--- config.mk ---
export PLATFORM = sky130hd
export DESIGN_NAME = i2c_scl_divider
export DESIGN_NICKNAME = d
export VERILOG_FILES = /design/src/rtl/i2c_scl_divider_pkg.sv /design/src/rtl/rdiv_prescale.sv /design/src/rtl/rdiv_first_setup.sv /design/src/rtl/rdiv_phase_fsm.sv /design/src/rtl/i2c_scl_divider.sv
export SDC_FILE = /design/constraint.sdc
export NUM_CORES = 1
export LEC_CHECK = 0
export ABC_AREA = 0
export BUFFER_PORTS_ARGS = -buffer_cell sky130_fd_sc_hd__buf_2
export CAP_MARGIN = 20
export CORE_AREA = 2 2 100 102
export CTS_BUF_LIST = sky130_fd_sc_hd__clkbuf_4 sky130_fd_sc_hd__clkbuf_8
export DETAILED_ROUTE_END_ITERATION = 10
export DIE_AREA = 0 0 102 104
export PLACE_DENSITY_LB_ADDON = 0.2
export SYNTH_ARGS = -nofsm -noshare
export SYNTH_HDL_FRONTEND = slang
export SYNTH_SLANG_ARGS = --single-unit
export TNS_END_PERCENT = 50
--- constraint.sdc ---
create_clock -name clk -period 5.55 [get_ports clk]
set_clock_uncertainty 0.1 [all_clocks]
set_input_delay 1.3875 -clock clk [delete_from_list [all_inputs] [get_ports clk]]
set_output_delay 1.3875 -clock clk [all_outputs]
set_load 0.03 [all_outputs]
--- src/rtl/i2c_scl_divider_pkg.sv ---
package i2c_scl_divider_pkg;

    typedef enum logic [1:0] {
        PH_IDLE = 2'd0,
        PH_LOW  = 2'd1,
        PH_WAIT = 2'd2,
        PH_HIGH = 2'd3
    } ph_state_e;

    localparam int BASE_TICKS = 20;
    localparam int SCGD_STEP  = 8;

endpackage

--- src/rtl/rdiv_prescale.sv ---
module rdiv_prescale #(
    parameter int CDF_W = 3
) (
    input  logic             clk,
    input  logic             rst_n,
    input  logic             run,
    input  logic [CDF_W-1:0] cdf,
    output logic             tick
);
    logic [CDF_W-1:0] cnt;

    assign tick = run && (cnt == cdf);

    always_ff @(posedge clk or negedge rst_n) begin
        if (!rst_n) begin
            cnt <= '0;
        end else if (!run || tick) begin
            cnt <= '0;
        end else begin
            cnt <= cnt + 1'b1;
        end
    end


    tick_gap_chk: assert property (@(posedge clk) disable iff (!rst_n)
        tick |=> (!tick || cdf == '0));

endmodule

--- src/rtl/rdiv_first_setup.sv ---
module rdiv_first_setup #(
    parameter int SEL_W = 4
) (
    input  logic             clk,
    input  logic             rst_n,
    input  logic             enable,
    input  logic             tick,
    input  logic             go,
    input  logic [SEL_W-1:0] sel,
    output logic             done
);
    localparam logic [SEL_W:0] SETUP_ADD = 2;
    localparam logic [SEL_W:0] LAST_ONE  = 1;

    logic             busy;
    logic [SEL_W:0]   remain;

    always_ff @(posedge clk or negedge rst_n) begin
        if (!rst_n) begin
            busy   <= 1'b0;
            remain <= '0;
            done   <= 1'b0;
        end else if (!enable) begin
            busy   <= 1'b0;
            remain <= '0;
            done   <= 1'b0;
        end else begin
            done <= 1'b0;
            if (!busy) begin
                if (go) begin
                    busy   <= 1'b1;
                    remain <= {1'b0, sel} + SETUP_ADD;
                end
            end else if (tick) begin
                if (remain == LAST_ONE) begin
                    busy <= 1'b0;
                    done <= 1'b1;
                end else begin
                    remain <= remain - LAST_ONE;
                end
            end
        end
    end


    done_pulse_chk: assert property (@(posedge clk) disable iff (!rst_n)
        done |=> !done);


    done_idle_chk: assert property (@(posedge clk) disable iff (!rst_n)
        done |-> !busy);

endmodule

--- src/rtl/rdiv_phase_fsm.sv ---
module rdiv_phase_fsm
    import i2c_scl_divider_pkg::*;
#(
    parameter int CDF_W  = 3,
    parameter int SCGD_W = 6,
    parameter int COMP_W = 8
) (
    input  logic                    clk,
    input  logic                    rst_n,
    input  logic                    enable,
    input  logic                    tick,
    input  logic                    scl_in,
    input  logic [CDF_W+SCGD_W-1:0] cfg_in,
    input  logic [COMP_W-1:0]       comp_in,
    output logic [CDF_W-1:0]        cdf_act,
    output logic                    running,
    output logic                    scl_low,
    output logic                    low_stb,
    output logic                    high_stb,
    output logic                    samp_stb
);
    localparam int CFG_W   = CDF_W + SCGD_W;
    localparam int PER_MAX = BASE_TICKS + SCGD_STEP * ((1 << SCGD_W) - 1) + (1 << COMP_W) - 1;
    localparam int PER_W   = $clog2(PER_MAX + 1);
    localparam logic [PER_W-1:0] ONE = 1;

    ph_state_e          state, state_nx;
    logic [PER_W-1:0]   cnt, cnt_nx;
    logic               load;
    logic [SCGD_W-1:0]  scgd_act;
    logic [COMP_W-1:0]  comp_act;
    logic [PER_W-1:0]   period, low_len, high_len, high_half;

    always_comb begin
        period    = PER_W'(BASE_TICKS) + (PER_W'(scgd_act) << 3) + PER_W'(comp_act);
        low_len   = period >> 1;
        high_len  = period - low_len;
        high_half = high_len >> 1;
    end

    // next-state logic
    always_comb begin
        state_nx = state;
        cnt_nx   = cnt;
        load     = 1'b0;
        unique case (state)
            PH_IDLE: begin
                if (enable) begin
                    state_nx = PH_LOW;
                    cnt_nx   = '0;
                    load     = 1'b1;
                end
            end
            PH_LOW: begin
                if (tick) begin
                    if (cnt == low_len - ONE) begin
                        state_nx = PH_WAIT;
                        cnt_nx   = '0;
                    end else begin
                        cnt_nx = cnt + ONE;
                    end
                end
            end
            PH_WAIT: begin
                if (tick && scl_in) begin
                    state_nx = PH_HIGH;
                    cnt_nx   = ONE;
                end
            end
            PH_HIGH: begin
                if (tick) begin
                    if (cnt == high_len - ONE) begin
                        state_nx = PH_LOW;
                        cnt_nx   = '0;
                        load     = 1'b1;
                    end else begin
                        cnt_nx = cnt + ONE;
                    end
                end
            end
        endcase
        if (!enable) begin
            state_nx = PH_IDLE;
            cnt_nx   = '0;
            load     = 1'b0;
        end
    end

    // state register and active divider values
    always_ff @(posedge clk or negedge rst_n) begin
        if (!rst_n) begin
            state    <= PH_IDLE;
            cnt      <= '0;
            cdf_act  <= '0;
            scgd_act <= '0;
            comp_act <= '0;
        end else begin
            state <= state_nx;
            cnt   <= cnt_nx;
            if (load) begin
                cdf_act  <= cfg_in[CDF_W-1:0];
                scgd_act <= cfg_in[CFG_W-1:CDF_W];
                comp_act <= comp_in;
            end
        end
    end

    // output strobes
    always_ff @(posedge clk or negedge rst_n) begin
        if (!rst_n) begin
            low_stb  <= 1'b0;
            high_stb <= 1'b0;
            samp_stb <= 1'b0;
        end else begin
            low_stb  <= load;
            high_stb <= (state == PH_WAIT) && (state_nx == PH_HIGH);
            samp_stb <= enable && (state == PH_HIGH) && tick && (cnt == high_half - ONE);
        end
    end

    assign running = (state != PH_IDLE);
    assign scl_low = (state == PH_LOW);


    stretch_hold_chk: assert property (@(posedge clk) disable iff (!rst_n)
        (state == PH_WAIT && !scl_in && enable) |=> (state == PH_WAIT && !high_stb));


    disable_quiet_chk: assert property (@(posedge clk) disable iff (!rst_n)
        !enable |=> (!low_stb && !high_stb && !scl_low));


    cfg_hold_chk: assert property (@(posedge clk) disable iff (!rst_n)
        !low_stb |-> ($stable(scgd_act) && $stable(comp_act) && $stable(cdf_act)));


    strobe_excl_chk: assert property (@(posedge clk) disable iff (!rst_n)
        $onehot0({low_stb, high_stb, samp_stb}));


    high_released_chk: assert property (@(posedge clk) disable iff (!rst_n)
        high_stb |-> !scl_low);

endmodule

--- src/rtl/i2c_scl_divider.sv ---
module i2c_scl_divider #(
    parameter int CDF_W  = 3,
    parameter int SCGD_W = 6,
    parameter int COMP_W = 8,
    parameter int SEL_W  = 4
) (
    input  logic                    clk,
    input  logic                    rst_n,
    input  logic                    enable,
    input  logic [CDF_W+SCGD_W-1:0] div_cfg,
    input  logic [COMP_W-1:0]       comp_ticks,
    input  logic [SEL_W-1:0]        setup_sel,
    input  logic                    first_go,
    input  logic                    scl_in,
    output logic                    int_tick,
    output logic                    scl_drive_low,
    output logic                    scl_low_stb,
    output logic                    scl_high_stb,
    output logic                    scl_samp_stb,
    output logic                    setup_done
);
    logic [CDF_W-1:0] cdf_act;
    logic             running;

    rdiv_prescale #(.CDF_W(CDF_W)) u_prescale (
        .clk   (clk),
        .rst_n (rst_n),
        .run   (running),
        .cdf   (cdf_act),
        .tick  (int_tick)
    );

    rdiv_phase_fsm #(
        .CDF_W  (CDF_W),
        .SCGD_W (SCGD_W),
        .COMP_W (COMP_W)
    ) u_phase (
        .clk      (clk),
        .rst_n    (rst_n),
        .enable   (enable),
        .tick     (int_tick),
        .scl_in   (scl_in),
        .cfg_in   (div_cfg),
        .comp_in  (comp_ticks),
        .cdf_act  (cdf_act),
        .running  (running),
        .scl_low  (scl_drive_low),
        .low_stb  (scl_low_stb),
        .high_stb (scl_high_stb),
        .samp_stb (scl_samp_stb)
    );

    rdiv_first_setup #(.SEL_W(SEL_W)) u_setup (
        .clk    (clk),
        .rst_n  (rst_n),
        .enable (enable),
        .tick   (int_tick),
        .go     (first_go),
        .sel    (setup_sel),
        .done   (setup_done)
    );

endmodule

# Word level (Yosys, flattened, before mapping)

Cells that the tools add are included.

Shift-type cells: 0
$mul: 0
Reduce and logical (&&, ||, !) cells: 12
Bitwise operators: 0
Multiplexer cells: 33
Equal/unequal tests: 15
Div/mod/pow operators: 0
Magnitude comparators: 0
Add/sub/neg operators: 10

Operators by type and width:

| cell                                               | count |
|---|---|
| 2-to-1 mux 10 bit                                  | 6 |
| one-hot mux 10 bit (4 select lines)                | 1 |
| == test 10 bit                                     | 3 |
| 2-to-1 mux 5 bit                                   | 5 |
| subtractor 9 x 1 -> 10 bit, second input constant  | 2 |
| 2-to-1 mux 1 bit                                   | 12 |
| 2-to-1 mux 2 bit                                   | 6 |
| adder 10 x 1 -> 10 bit, second input constant      | 1 |
| adder 10 x 8 -> 10 bit                             | 1 |
| adder 5 x 9 -> 10 bit, first input constant        | 1 |
| subtractor 10 x 1 -> 10 bit, second input constant | 1 |
| subtractor 10 x 9 -> 10 bit                        | 1 |
| != test 3 x 2 -> 1 bit, second input constant      | 3 |
| one-hot mux 2 bit (4 select lines)                 | 1 |
| == test 2 bit, second input constant               | 3 |
| logical AND 1 bit                                  | 6 |
| != test 3 bit, second input constant               | 2 |
| AND reduction 3 bit                                | 2 |
| adder 4 x 2 -> 5 bit, second input constant        | 1 |
| == test 5 x 1 -> 1 bit, second input constant      | 1 |
| subtractor 5 x 1 -> 5 bit, second input constant   | 1 |
| adder 3 x 1 -> 3 bit, second input constant        | 1 |
| == test 3 bit                                      | 1 |
| 2-to-1 mux 3 bit                                   | 1 |
| 7 further kinds                                    | 7 |

Logic and storage cells: 82
Bits in latches: 0
Memory bits (read-only): 0
Bits in writable memories: 0
Output and inout bits: 6
Bits of input ports: 26
Register bits after elaboration: 42
Memories kept: 0

# Logic depth before layout (Yosys ltp)

Word-level depth: 11
Mapped depth: 21
Depth with buffers taken out: 20

# Hierarchy

Synthesis repeated with hierarchy kept, for this count alone.

Cells, all modules: 437
Area total of the unflattened synthesis: 4065.1 um^2

By module, submodules not included:

| module           | cells each | area each (um^2) | seq. area each (um^2) | times used |
|---|---|---|---|---|
| rdiv_phase_fsm   | 376        | 3450.8           | 800.8                 | 1 |
| rdiv_first_setup | 47         | 450.4            | 175.2                 | 1 |
| rdiv_prescale    | 14         | 163.9            | 75.1                  | 1 |

# Least setup slack after synthesis

Ideal clock, no wire load.

Path kind: flip-flop to flip-flop
From: reg u_phase.comp_act[4]
To: reg u_phase.cdf_act[2]
Required time: 5.323 ns
Setup time: 0.127 ns
Setup slack: 0.344 ns
Path buffers: 1
Clock period less this slack: 5.206 ns
Stages on the path, launching flop included: 22
Arrival: 4.979 ns
Cell sequence: dfrtp_1 -> inv_1 -> ha_1 -> inv_1 -> ha_1 -> a211oi_1 -> nor2_1 -> nor2_1 -> inv_1 -> ha_1 -> nor2b_1 -> a2111oi_2 -> or2_1 -> a21oi_1 -> nand3b_1 -> or2_2 -> or4_1 -> nand4_1 -> a31oi_1 -> nor3_4 -> buf_6 -> mux2_1

Word-level cells in the longest chain between the ends: 8

RTL lines:

| what                               | line                  | source |
|---|---|---|
| start, declared                    | rdiv_phase_fsm.sv:31  | `logic [COMP_W-1:0] comp_act;` |
| start signal, assigned             | rdiv_phase_fsm.sv:103 | `comp_act <= comp_in;` |
| adder 10 x 8 -> 10 bit             | rdiv_phase_fsm.sv:35  | `period = PER_W'(BASE_TICKS) + (PER_W'(scgd_act) << 3) + PER_W'(comp_act);` |
| subtractor 10 x 9 -> 10 bit        | rdiv_phase_fsm.sv:37  | `high_len = period - low_len;` |
| subtractor 10 x 1 -> 10 bit        | rdiv_phase_fsm.sv:72  | `if (cnt == high_len - ONE) begin` |
| == test 10 bit                     | rdiv_phase_fsm.sv:72  |  |
| 2-to-1 mux 1 bit                   | rdiv_phase_fsm.sv:72  |  |
| 2-to-1 mux 1 bit                   | rdiv_phase_fsm.sv:71  | `if (tick) begin` |
| one-hot mux 1 bit (2 select lines) | rdiv_phase_fsm.sv:46  | `unique case (state)` |
| 2-to-1 mux 1 bit                   | rdiv_phase_fsm.sv:82  | `if (!enable) begin` |
| net u_phase.load                   | rdiv_phase_fsm.sv:29  | `logic load;` |
| end signal, assigned               | rdiv_phase_fsm.sv:101 | `cdf_act <= cfg_in[CDF_W-1:0];` |
| end, declared                      | rdiv_phase_fsm.sv:15  | `output logic [CDF_W-1:0] cdf_act,` |

The timed path passes the listed nets, and every way through them passes these cells.
A chain may end at the register's enable or synchronous reset.

# Final worst setup path

From: reg u_phase.comp_act[3]
To: reg u_phase.comp_act[1]

Word-level cells in the longest chain between the ends: 8

RTL lines:

| what                               | line |
|---|---|
| adder 10 x 8 -> 10 bit             | rdiv_phase_fsm.sv:35 |
| subtractor 10 x 9 -> 10 bit        | rdiv_phase_fsm.sv:37 |
| subtractor 10 x 1 -> 10 bit        | rdiv_phase_fsm.sv:72 |
| == test 10 bit                     | rdiv_phase_fsm.sv:72 |
| 2-to-1 mux 1 bit                   | rdiv_phase_fsm.sv:72 |
| 2-to-1 mux 1 bit                   | rdiv_phase_fsm.sv:71 |
| one-hot mux 1 bit (2 select lines) | rdiv_phase_fsm.sv:46 |
| 2-to-1 mux 1 bit                   | rdiv_phase_fsm.sv:82 |

Every way passes these cells.

==> run summary <==
Synth Register Bits: 42
placed cell count: 630
Site Rows: 36
Avg Vias per Cell: 5.38
Die H: 104 µm
via count: 3470
Initial Util: 43.5%
CP endpoint kind: register
area share of the largest cell type after synthesis: 25.3%
actual slew at the worst max-slew pin: 665 ps
gr usage total: 18.9%
CP Data Required Time: 5640 ps
Tightest Hold Check Type: reg -> reg
vias in the first global route: 3525
CTS sink cnt: 42
Total Wirelength: 9270 µm
Async SR Flop Fraction: 100%
grt ovf: 0
Root Buffer: clkbuf_8
synth unique cells: 66
average cell area after synthesis: 8.74 µm²
drt initial violations: 117
CP Launch Type: register
largest net degree at the start of global routing: 43
Nets: 579
DR pass1 iterations: 4
kind of critical path: reg -> reg
Hold WS: 385 ps
final setup TNS: 0 ps
crit path time final: 5310 ps
Filler Cell Count: 945
M3 GR Usage: 2.42%
most common cell after layout, fill and taps aside: dfrtp_1
final-report setup violation count: 0
IO buf count: 31
WP data arrival: 5400 ps
grt met2 use: 31.9%
leading area contributor after synthesis: dfrtp_1
Non-Filler Instances: 645
Clock Pin Slew Worst Setup and Hold Paths: 80 ps
RD Place Congestion: 0.901
Pins Over Slew Limit: 0
most frequent cells in the layout: dfrtp_1, ha_1, nor2_1
M1 GR Usage: 25.6%
run status: finished, final reports clean
cells after synthesis: 475
# diodes: 0
post-synthesis cell area: 4150 µm²
Post-Syn Nets: 543
crit share post-route: 95.6%
Max-cap violations: 0
Area growth, synth to finish: 14.0%
worst skew pair latency: 310 ps
Inserted Clock Buffers: 5
WL/cell: 14.4 µm
crit-path max FO: 18
Top-Level Pins: 32
ranking of synthesized cells by area: dfrtp_1, ha_1, xnor2_1, xor2_1, nor2_1
HPWL after DPL: 7350 µm
Antenna Nets Post-Route: 0
Yosys warning total: 0
GR peak layer: met2
fraction of layout cells with a size suffix above 1: 17.0%
TritonCTS clock tree: built
Post-synth EDFFs: 0
Final Hold Fails: 0
CTS Buffer Depth: 2
Die X: 102 µm
prevailing post-synth register cell: dfrtp_1
Highest Clock Rate: 0.188 GHz
first-pass GRT wire length: 16400 µm
DRC viols: 0
initial antenna violation count: 0
Max transition margin: 55.7%
Core Region: 9550 µm²
total die area: 10600 µm²
H-tree level count: 2
register area share after synthesis: 25.3%
-- worst max-delay path, cell delays in order, from the launching register on --
cell	delay, ps
dfrtp_1	380
ha_1	350
ha_1	280
fa_1	570
inv_1	110
ha_2	250
or2_2	350
a2111oi_4	360
or2_1	180
a21oi_1	60
nand3b_1	260
or4_1	590
a211o_1	280
nand4_1	160
a31oi_1	170
nor3_4	190
buf_12	180
mux2_2	340
-- path summary, 6_finish.rpt --
path | start | end | slack (ps) | depth (start not counted)
setup reg to reg | u_phase.comp_act[3]$_DFFE_PN0P_ | u_phase.comp_act[1]$_DFFE_PN0P_ | 240 | 17
min in group asynchronous | rst_n | u_phase.cnt[2]$_DFFE_PN0P_ | 870 | 1
max in group asynchronous | rst_n | u_prescale.cnt[0]$_DFF_PN0_ | 4000 | 2
setup / recovery | u_phase.comp_act[3]$_DFFE_PN0P_ | u_phase.comp_act[1]$_DFFE_PN0P_ | 240 | 17
hold / removal | u_prescale.cnt[0]$_DFF_PN0_ | u_prescale.cnt[0]$_DFF_PN0_ | 390 | 1
hold reg to reg | u_prescale.cnt[0]$_DFF_PN0_ | u_prescale.cnt[0]$_DFF_PN0_ | 390 | 1
-- per-layer routing --
| metal | up-vias | part of all wire (%) |
|---|---|---|
| li1 | 1772 | - |
| met1 | 1617 | 48 |
| met2 | 66 | 47 |
| met3 | 15 | 3.4 |
| met4 | 0 | 1.4 |
| met5 | - | 0 |
-- layout make-up --
class	count	area (µm²)	area share, %
Multi-Input combinational cell	381	2980	62.9
Clock buffer	6	76.3	1.61
Timing Repair Buffer	46	293	6.18
Clock inverter	2	37.5	0.793
Tap cell	133	166	3.51
Sequential cell	42	1050	22.2
Inverter	35	131	2.77
-- cell families after synthesis --
kind of cell | synth area share, %
adder cells (fa/ha/maj) | 13.0
AND/OR/NAND/NOR | 20.4
XOR/XNOR | 13.3
multiplexers | 6.36
AO/OA/AOI/OAI | 16.7
flip-flops | 25.3
buffers and inverters | 4.88
-- Yosys cell counts (all sizes together) (7+ instances only) --
master	n
a211oi	8
a21oi	19
and3	7
clkbuf	13
dfrtp	42
ha	40
inv	34
mux2	19
nand2	25
nand2b	9
nand3	18
nor2	36
nor2b	7
nor3	11
o211ai	7
o21ai	18
xnor2	33
xor2	25
-- through the flow --
step / setup slack (ps) / area (µm²) / util (%)
after floorplan: 344 / 4150 / -
after global placement: 246 / 4480 / 46.9
after detailed placement: 28.0 / 4480 / 46.9
after CTS: 11.8 / 4600 / 48.1
after global routing: -22.3 / 4730 / 49.6
final: 242 / 4730 / 49.6
-- timing repair --
item                                    CTS  global route
endpoints found under the setup margin    9            28
hold endpoints to repair                  0             0
buffers inserted                          0             6
gates resized for setup                   1            16
hold buffers                              0             0
pin swaps                                 0             4
-- state kept, by name, indices dropped and copies added (netlist names) --
signal	cells
u_phase.cdf_act	3
u_phase.cnt	10
u_phase.comp_act	8
u_phase.high_stb	1
u_phase.low_stb	1
u_phase.samp_stb	1
u_phase.scgd_act	6
u_phase.state	2
u_prescale.cnt	3
u_setup.busy	1
u_setup.done	1
u_setup.remain	5
Power is left out: the tool's default activity adds up to more than one toggle a clock period on the data nets, which glitch-free logic cannot reach.
